$ cat src/rtl/ppc_pkg.sv
package ppc_pkg;

    // Operation chosen for this cycle after priority resolution
    typedef enum logic [2:0] {
        OP_HOLD  = 3'd0,
        OP_INC   = 3'd1,
        OP_PCLWR = 3'd2,
        OP_JUMP  = 3'd3,
        OP_CALL  = 3'd4,
        OP_RET   = 3'd5
    } pc_op_e;

    // Occupancy of the return stack
    typedef enum logic [1:0] {
        STK_EMPTY   = 2'd0,
        STK_PARTIAL = 2'd1,
        STK_FULL    = 2'd2
    } stk_state_e;

endpackage

$ cat src/rtl/ppc_op_arbiter.sv
module ppc_op_arbiter
    import ppc_pkg::*;
(
    input  logic   clk,
    input  logic   rst_n,
    input  logic   inc_en,
    input  logic   pcl_we,
    input  logic   jmp_en,
    input  logic   call_en,
    input  logic   ret_en,
    output pc_op_e op
);

    // Fixed priority: return > call > jump > low-byte write > increment
    always_comb begin
        if (ret_en)       op = OP_RET;
        else if (call_en) op = OP_CALL;
        else if (jmp_en)  op = OP_JUMP;
        else if (pcl_we)  op = OP_PCLWR;
        else if (inc_en)  op = OP_INC;
        else              op = OP_HOLD;
    end

    AST_RET_WINS: assert property (@(posedge clk) disable iff (!rst_n)
        ret_en |-> (op == OP_RET));
    AST_CALL_BEATS_JUMP: assert property (@(posedge clk) disable iff (!rst_n)
        (call_en && !ret_en) |-> (op == OP_CALL));
    AST_INC_LOWEST: assert property (@(posedge clk) disable iff (!rst_n)
        (inc_en && (ret_en || call_en || jmp_en || pcl_we)) |-> (op != OP_INC));

endmodule

$ cat src/rtl/ppc_addr_reg.sv
module ppc_addr_reg
    import ppc_pkg::*;
#(
    parameter int PC_W  = 13,
    parameter int LOW_W = 8,
    parameter int BR_W  = 11
) (
    input  logic                  clk,
    input  logic                  rst_n,
    input  pc_op_e                op,
    input  logic [LOW_W-1:0]      pcl_wdata,
    input  logic                  lat_we,
    input  logic [PC_W-LOW_W-1:0] lat_wdata,
    input  logic [BR_W-1:0]       tgt,
    input  logic [PC_W-1:0]       pop_addr,
    output logic [PC_W-1:0]       pc,
    output logic [PC_W-1:0]       pc_seq,
    output logic [LOW_W-1:0]      pcl_rdata
);

    localparam int HI_W = PC_W - LOW_W;   // latch bits used by a low-byte write
    localparam int PG_W = PC_W - BR_W;    // latch bits used as page on a branch

    logic [PC_W-1:0] pc_q;
    logic [HI_W-1:0] lat_q;

    // High-address latch: only its own write strobe changes it
    always_ff @(posedge clk or negedge rst_n) begin
        if (!rst_n) begin
            lat_q <= '0;
        end else if (lat_we) begin
            lat_q <= lat_wdata;
        end
    end

    // Program counter register
    always_ff @(posedge clk or negedge rst_n) begin
        if (!rst_n) begin
            pc_q <= '0;
        end else begin
            unique case (op)
                OP_INC:           pc_q <= pc_q + PC_W'(1);
                OP_PCLWR:         pc_q <= {lat_q, pcl_wdata};
                OP_JUMP, OP_CALL: pc_q <= {lat_q[HI_W-1 -: PG_W], tgt};
                OP_RET:           pc_q <= pop_addr;
                default:          pc_q <= pc_q;
            endcase
        end
    end

    assign pc        = pc_q;
    assign pc_seq    = pc_q + PC_W'(1);
    assign pcl_rdata = pc_q[LOW_W-1:0];

    AST_INC_STEP: assert property (@(posedge clk) disable iff (!rst_n)
        (op == OP_INC) |=> (pc_q == $past(pc_q) + PC_W'(1)));
    AST_HOLD_IDLE: assert property (@(posedge clk) disable iff (!rst_n)
        (op == OP_HOLD) |=> $stable(pc_q));
    AST_PCL_LOAD: assert property (@(posedge clk) disable iff (!rst_n)
        (op == OP_PCLWR) |=> (pc_q[PC_W-1 -: HI_W] == $past(lat_q)));
    AST_PAGE_BITS: assert property (@(posedge clk) disable iff (!rst_n)
        (op == OP_JUMP || op == OP_CALL) |=>
        (pc_q[PC_W-1 -: PG_W] == $past(lat_q[HI_W-1 -: PG_W])));
    AST_LATCH_HOLD: assert property (@(posedge clk) disable iff (!rst_n)
        !lat_we |=> $stable(lat_q));

endmodule

$ cat src/rtl/ppc_ret_stack.sv
module ppc_ret_stack
    import ppc_pkg::*;
#(
    parameter int AW    = 13,
    parameter int DEPTH = 8
) (
    input  logic          clk,
    input  logic          rst_n,
    input  logic          push,
    input  logic          pop,
    input  logic [AW-1:0] push_data,
    output logic [AW-1:0] top_data,
    output logic          ovf
);

    localparam int PTR_W = (DEPTH > 1) ? $clog2(DEPTH) : 1;
    localparam int CNT_W = $clog2(DEPTH + 1);
    localparam logic [CNT_W-1:0] CNT_LAST = CNT_W'(DEPTH - 1);
    localparam logic [CNT_W-1:0] CNT_MAX  = CNT_W'(DEPTH);

    stk_state_e       state, state_nx;
    logic [PTR_W-1:0] sp;        // next free slot
    logic [CNT_W-1:0] cnt;
    logic [AW-1:0]    mem [DEPTH];

    // Next-state logic for occupancy
    always_comb begin
        state_nx = state;
        unique case (state)
            STK_EMPTY: begin
                if (push) state_nx = (DEPTH == 1) ? STK_FULL : STK_PARTIAL;  // first push
            end
            STK_PARTIAL: begin
                if (push && cnt == CNT_LAST)  state_nx = STK_FULL;           // fill
                else if (pop && cnt == CNT_W'(1)) state_nx = STK_EMPTY;      // last pop
            end
            STK_FULL: begin
                if (pop) state_nx = (DEPTH == 1) ? STK_EMPTY : STK_PARTIAL;  // drain
            end
            default: state_nx = STK_EMPTY;
        endcase
    end

    // State register
    always_ff @(posedge clk or negedge rst_n) begin
        if (!rst_n) state <= STK_EMPTY;
        else        state <= state_nx;
    end

    // Pointer, count and storage
    always_ff @(posedge clk or negedge rst_n) begin
        if (!rst_n) begin
            sp  <= '0;
            cnt <= '0;
            for (int i = 0; i < DEPTH; i++) mem[i] <= '0;
        end else if (push) begin
            mem[sp] <= push_data;
            sp      <= sp + PTR_W'(1);
            if (state != STK_FULL) cnt <= cnt + CNT_W'(1);
        end else if (pop) begin
            sp <= sp - PTR_W'(1);
            if (state != STK_EMPTY) cnt <= cnt - CNT_W'(1);
        end
    end

    // Outputs: overflow pulse on a wrap push
    always_ff @(posedge clk or negedge rst_n) begin
        if (!rst_n) ovf <= 1'b0;
        else        ovf <= push && (state == STK_FULL);
    end

    assign top_data = mem[sp - PTR_W'(1)];

    AST_OVF_ON_WRAP: assert property (@(posedge clk) disable iff (!rst_n)
        (push && state == STK_FULL) |=> ovf);
    AST_NO_SPURIOUS_OVF: assert property (@(posedge clk) disable iff (!rst_n)
        !(push && state == STK_FULL) |=> !ovf);
    AST_CNT_BOUND: assert property (@(posedge clk) disable iff (!rst_n)
        cnt <= CNT_MAX);
    AST_FULL_MATCHES_CNT: assert property (@(posedge clk) disable iff (!rst_n)
        (state == STK_FULL) |-> (cnt == CNT_MAX));
    AST_NO_PUSH_POP: assert property (@(posedge clk) disable iff (!rst_n)
        !(push && pop));

endmodule

$ cat src/rtl/paged_pc_core.sv
module paged_pc_core
    import ppc_pkg::*;
#(
    parameter int PC_W      = 13,
    parameter int LOW_W     = 8,
    parameter int BR_W      = 11,
    parameter int STK_DEPTH = 8
) (
    input  logic                  clk,
    input  logic                  rst_n,
    input  logic                  inc_en,
    input  logic                  pcl_we,
    input  logic [LOW_W-1:0]      pcl_wdata,
    input  logic                  lat_we,
    input  logic [PC_W-LOW_W-1:0] lat_wdata,
    input  logic                  jmp_en,
    input  logic                  call_en,
    input  logic [BR_W-1:0]       tgt,
    input  logic                  ret_en,
    output logic [PC_W-1:0]       pc,
    output logic [LOW_W-1:0]      pcl_rdata,
    output logic                  stk_ovf
);

    pc_op_e          op;
    logic [PC_W-1:0] pc_seq;
    logic [PC_W-1:0] stk_top;

    ppc_op_arbiter u_arb (
        .clk     (clk),
        .rst_n   (rst_n),
        .inc_en  (inc_en),
        .pcl_we  (pcl_we),
        .jmp_en  (jmp_en),
        .call_en (call_en),
        .ret_en  (ret_en),
        .op      (op)
    );

    ppc_addr_reg #(
        .PC_W  (PC_W),
        .LOW_W (LOW_W),
        .BR_W  (BR_W)
    ) u_addr (
        .clk       (clk),
        .rst_n     (rst_n),
        .op        (op),
        .pcl_wdata (pcl_wdata),
        .lat_we    (lat_we),
        .lat_wdata (lat_wdata),
        .tgt       (tgt),
        .pop_addr  (stk_top),
        .pc        (pc),
        .pc_seq    (pc_seq),
        .pcl_rdata (pcl_rdata)
    );

    ppc_ret_stack #(
        .AW    (PC_W),
        .DEPTH (STK_DEPTH)
    ) u_stk (
        .clk       (clk),
        .rst_n     (rst_n),
        .push      (op == OP_CALL),
        .pop       (op == OP_RET),
        .push_data (pc_seq),
        .top_data  (stk_top),
        .ovf       (stk_ovf)
    );

    AST_RET_RESTORE: assert property (@(posedge clk) disable iff (!rst_n)
        (op == OP_RET) |=> (pc == $past(stk_top)));
    AST_CALL_SAVES_NEXT: assert property (@(posedge clk) disable iff (!rst_n)
        (op == OP_CALL) |=> (u_stk.mem[u_stk.sp - 1'b1] == $past(pc) + PC_W'(1)));

endmodule

$ cat config.mk
export PLATFORM = sky130hd
export DESIGN_NAME = paged_pc_core
export DESIGN_NICKNAME = d
export VERILOG_FILES = /design/src/rtl/ppc_pkg.sv /design/src/rtl/ppc_op_arbiter.sv /design/src/rtl/ppc_addr_reg.sv /design/src/rtl/ppc_ret_stack.sv /design/src/rtl/paged_pc_core.sv
export SDC_FILE = /design/constraint.sdc
export NUM_CORES = 1
export LEC_CHECK = 0
export BUFFER_PORTS_ARGS = -buffer_cell sky130_fd_sc_hd__buf_4
export CORE_MARGIN = 10
export CORE_UTILIZATION = 45
export CTS_CLUSTER_SIZE = 8
export DETAILED_ROUTE_END_ITERATION = 8
export RECOVER_POWER = 50
export SLEW_MARGIN = 0
export SYNTH_ARGS = -nofsm -noshare
export SYNTH_HDL_FRONTEND = slang
export SYNTH_HIERARCHICAL = 1
export SYNTH_SLANG_ARGS = --single-unit
export TNS_END_PERCENT = 5
$ cat constraint.sdc
create_clock -name clk -period 6.8 [get_ports clk]
set_input_delay 1.7 -clock clk [delete_from_list [all_inputs] [get_ports clk]]
set_output_delay 1.7 -clock clk [all_outputs]
set_load 0.02 [all_outputs]
==> qor.yml <==
worst_setup_path:
  endpoint_kind: "flop"
  worst_setup_path_start_kind: "primary input"
  worstSetupPathType: "primary input to flop"
  arrival_ps: 4450
  worstPathRequired_ps: 7100
  critPathMaxFanout: 31
  reg2regPathDepth: 9
sta:
  max_freq_mhz: 241
  drv_slew: 45
  min_period_over_period_pct: 61.0
  fin_tns_setup_ps: 0
  setup_viol: 0
  finalHoldViolCount: 0
  min_period_ps: 4150
  worst_slew_pin_slew_ps: 2430
  rsz0062_at_grt: "no"
  hold_slack_ps: 491
  slew_headroom_pct: -62.1
  finClkSkew_ps: 11.3
cts:
  cts_tree: "yes"
  cts_hold_buffers: 0
  htreeDepth: 4
  post_cts_resized: 0
  post_cts_buffers: 0
  cts_sinks: 132
  numCtsBuffers: 17
  clk_pin_slew_ps: 60
  clock_latency_ps: 420
  cts_root_buffer: "clkbuf_16"
  cts_buffer_depth: 2
synth:
  synthArstFlopShare_pct: 100
  synth_top_family_by_area: "multiplexers"
  postSynthCellCount: 568
  syn_area_per_cell_um2: 12.2
  synth_edf_count: 0
  synth_area_leaders: "dfrtp_1 (48%), mux2_2 (20%), mux2i_1 (4.0%)"
  synth_seq_cells: 132
  synth-xor-area-share_pct: 2.38
  synth_compound_area_share_pct: 10.4
  ys_types: 69
  yosys.area.top_type: "dfrtp_1"
  ys.warnings.count: 6
  synthMuxAreaShare_pct: 26.1
  yosysTopAreaCellShare_pct: 47.6
  syn_area_um2: 6950
  synth_seq_area_share_pct: 47.6
  synthFlopType: "dfrtp_1"
  synth_fa_ha_area_share_pct: 1.08
  synth_nets: 606
  synthSimpleGateAreaFrac_pct: 7.87
global_routing:
  grt_pass1_vias: 4763
  overflow: 0
  grtUsageTotal_pct: 16.5
  antenna_found_initial: 0
  grt_max_degree: 46
  grt_pass1_wl_mm: 26.5
floorplanning:
  die_x_um: 144
  rows: 45
  core_um2: 15100
  start_util_pct: 45.9
  die_y_um: 144
  io_pins: 54
  die_area_um2: 20800
power:
  ir_drop_mv: 0.219
  power.density_nw_per_um2: 541
  leakagePower_nw: 3.51
  total_power_w: 0.00430
cells_and_area:
  area_delta_synth_final_pct: 14.4
  nets: 640
  drive_above_1_share_pct: 37.9
  fin_util_pct: 52.5
  final_area_um2: 7950
  antenna_cells: 0
routing:
  num_vias: 4722
  wire_per_inst_um: 20.6
  drt_first_iter_violations: 170
  drtPass1Iterations: 5
  via_per_inst: 5.89
  routed_wl_mm: 16.6
  drc_errors: 0
  drtAntennaViolNets: 0
job:
  drv_cap: 1
worst_hold_path:
  min_path_cells: 1
  worstHoldPathType: "flop to flop"
placement:
  port-buffer-count: 53
  dpl.hpwl_mm: 11.4
  placed_area_um2: 7360
  gp_congestion: 0.866
outcome:
  outcome: "finished with violations"
  violations: "max-capacitance violations, max-slew violations"
==> worst max-delay path, cell delays in order <==
cell     delay (ps)
buf_4            90
or2_4           340
nor2_2           70
buf_4           220
nor3b_2         190
buf_4           240
nand2_1         150
nor3b_2         990
mux2_2          430
==> final timing paths <==
check                               from            end  slack (ps)
max                              call_en  u_stk/mem[48]        2650
min                        u_stk/mem[55]  u_stk/mem[55]         490
max reg2reg                  u_stk/sp[0]   u_addr/pc[7]        3410
min reg2reg                u_stk/mem[55]  u_stk/mem[55]         490
max in group asynchronous          rst_n  u_stk/mem[36]        3140
min in group asynchronous          rst_n      u_stk/ovf        2030
==> cells in the mapped netlist (3+ instances only) <==
cell and count:
dfrtp_1 132, mux2_2 126, mux2i_1 28, nand2_1 21, buf_2 18, a221oi_1 16
nor2_1 16, o22ai_1 16, inv_1 14, o21ai_0 14, xnor2_1 13, buf_4 12
a21oi_1 11, mux2_1 10, nor3_1 9, clkbuf_1 8, ha_1 6, a31oi_1 5
nand4_1 5, or3_1 5, nor2b_1 4, o221ai_1 4, xor2_1 4, a211o_1 3
a221oi_2 3, and2_1 3, buf_6 3, nand3_1 3, nor3b_1 3, o221a_2 3
==> where the power goes <==
part / switching [W] / total [W] / internal, W
sequential: 0.000266 / 0.00141 / 0.00115
clock: 0.000340 / 0.000953 / 0.000613
combinational: 0.00103 / 0.00193 / 0.000901
==> metal layers <==
| metal | up-vias | track usage [%] | part of all wire [%] |
|---|---|---|---|
| met5 | - | 0 | 0 |
| met4 | 0 | 4.57 | 0.96 |
| met3 | 11 | 4.59 | 6.0 |
| met2 | 122 | 26.1 | 47 |
| met1 | 2411 | 21.7 | 46 |
| li1 | 2178 | - | - |
==> through the flow <==
stage               worst slack (ps)  instances
floorplan                       3220        568
global placement                2350        771
detailed placement              2230        771
CTS                             2650        802
global route                    2490        802
finish                          2650        802
==> layout by cell type, fill, tap and decap left out, types with 5 or more instances in the layout <==
cell,count
or3_1,5
a21oi_1,11
nor3_1,8
mux2_2,126
dfrtp_1,132
clkbuf_16,17
buf_4,50
xnor2_1,13
o22ai_1,16
ha_1,5
mux2i_1,28
inv_1,14
mux2_1,10
clkbuf_1,10
nand2_1,21
o21ai_0,14
a31oi_1,5
nor2_1,16
a221oi_1,16
nand4_1,5
==> kinds of logic after synthesis <==
kind of cell,Yosys count
and+or+nand+nor,93
DFF,132
adders and majority gates,6
AOI/OAI and AO/OA,97
buffers and inverters,58
muxes,164
xor gates and xnor gates,18
==> state kept, by name, summed over array words and instances (netlist names) <==
name and cells:
u_addr/lat_q 5, u_stk/sp 3, u_stk/mem 104, u_addr/pc 13, u_stk/ovf 1, u_stk/cnt 4
u_stk/state 2
==> layout make-up <==
cell class	count	area, µm²
fillers	1307	7200
clock inverters	12	180
clock buffers	19	433
multi-input cells	378	3330
well taps	188	235
inverters	15	56.3
repair buffers	58	405
flip-flops and latches	132	3300
(Power assumes the default switching activity.)
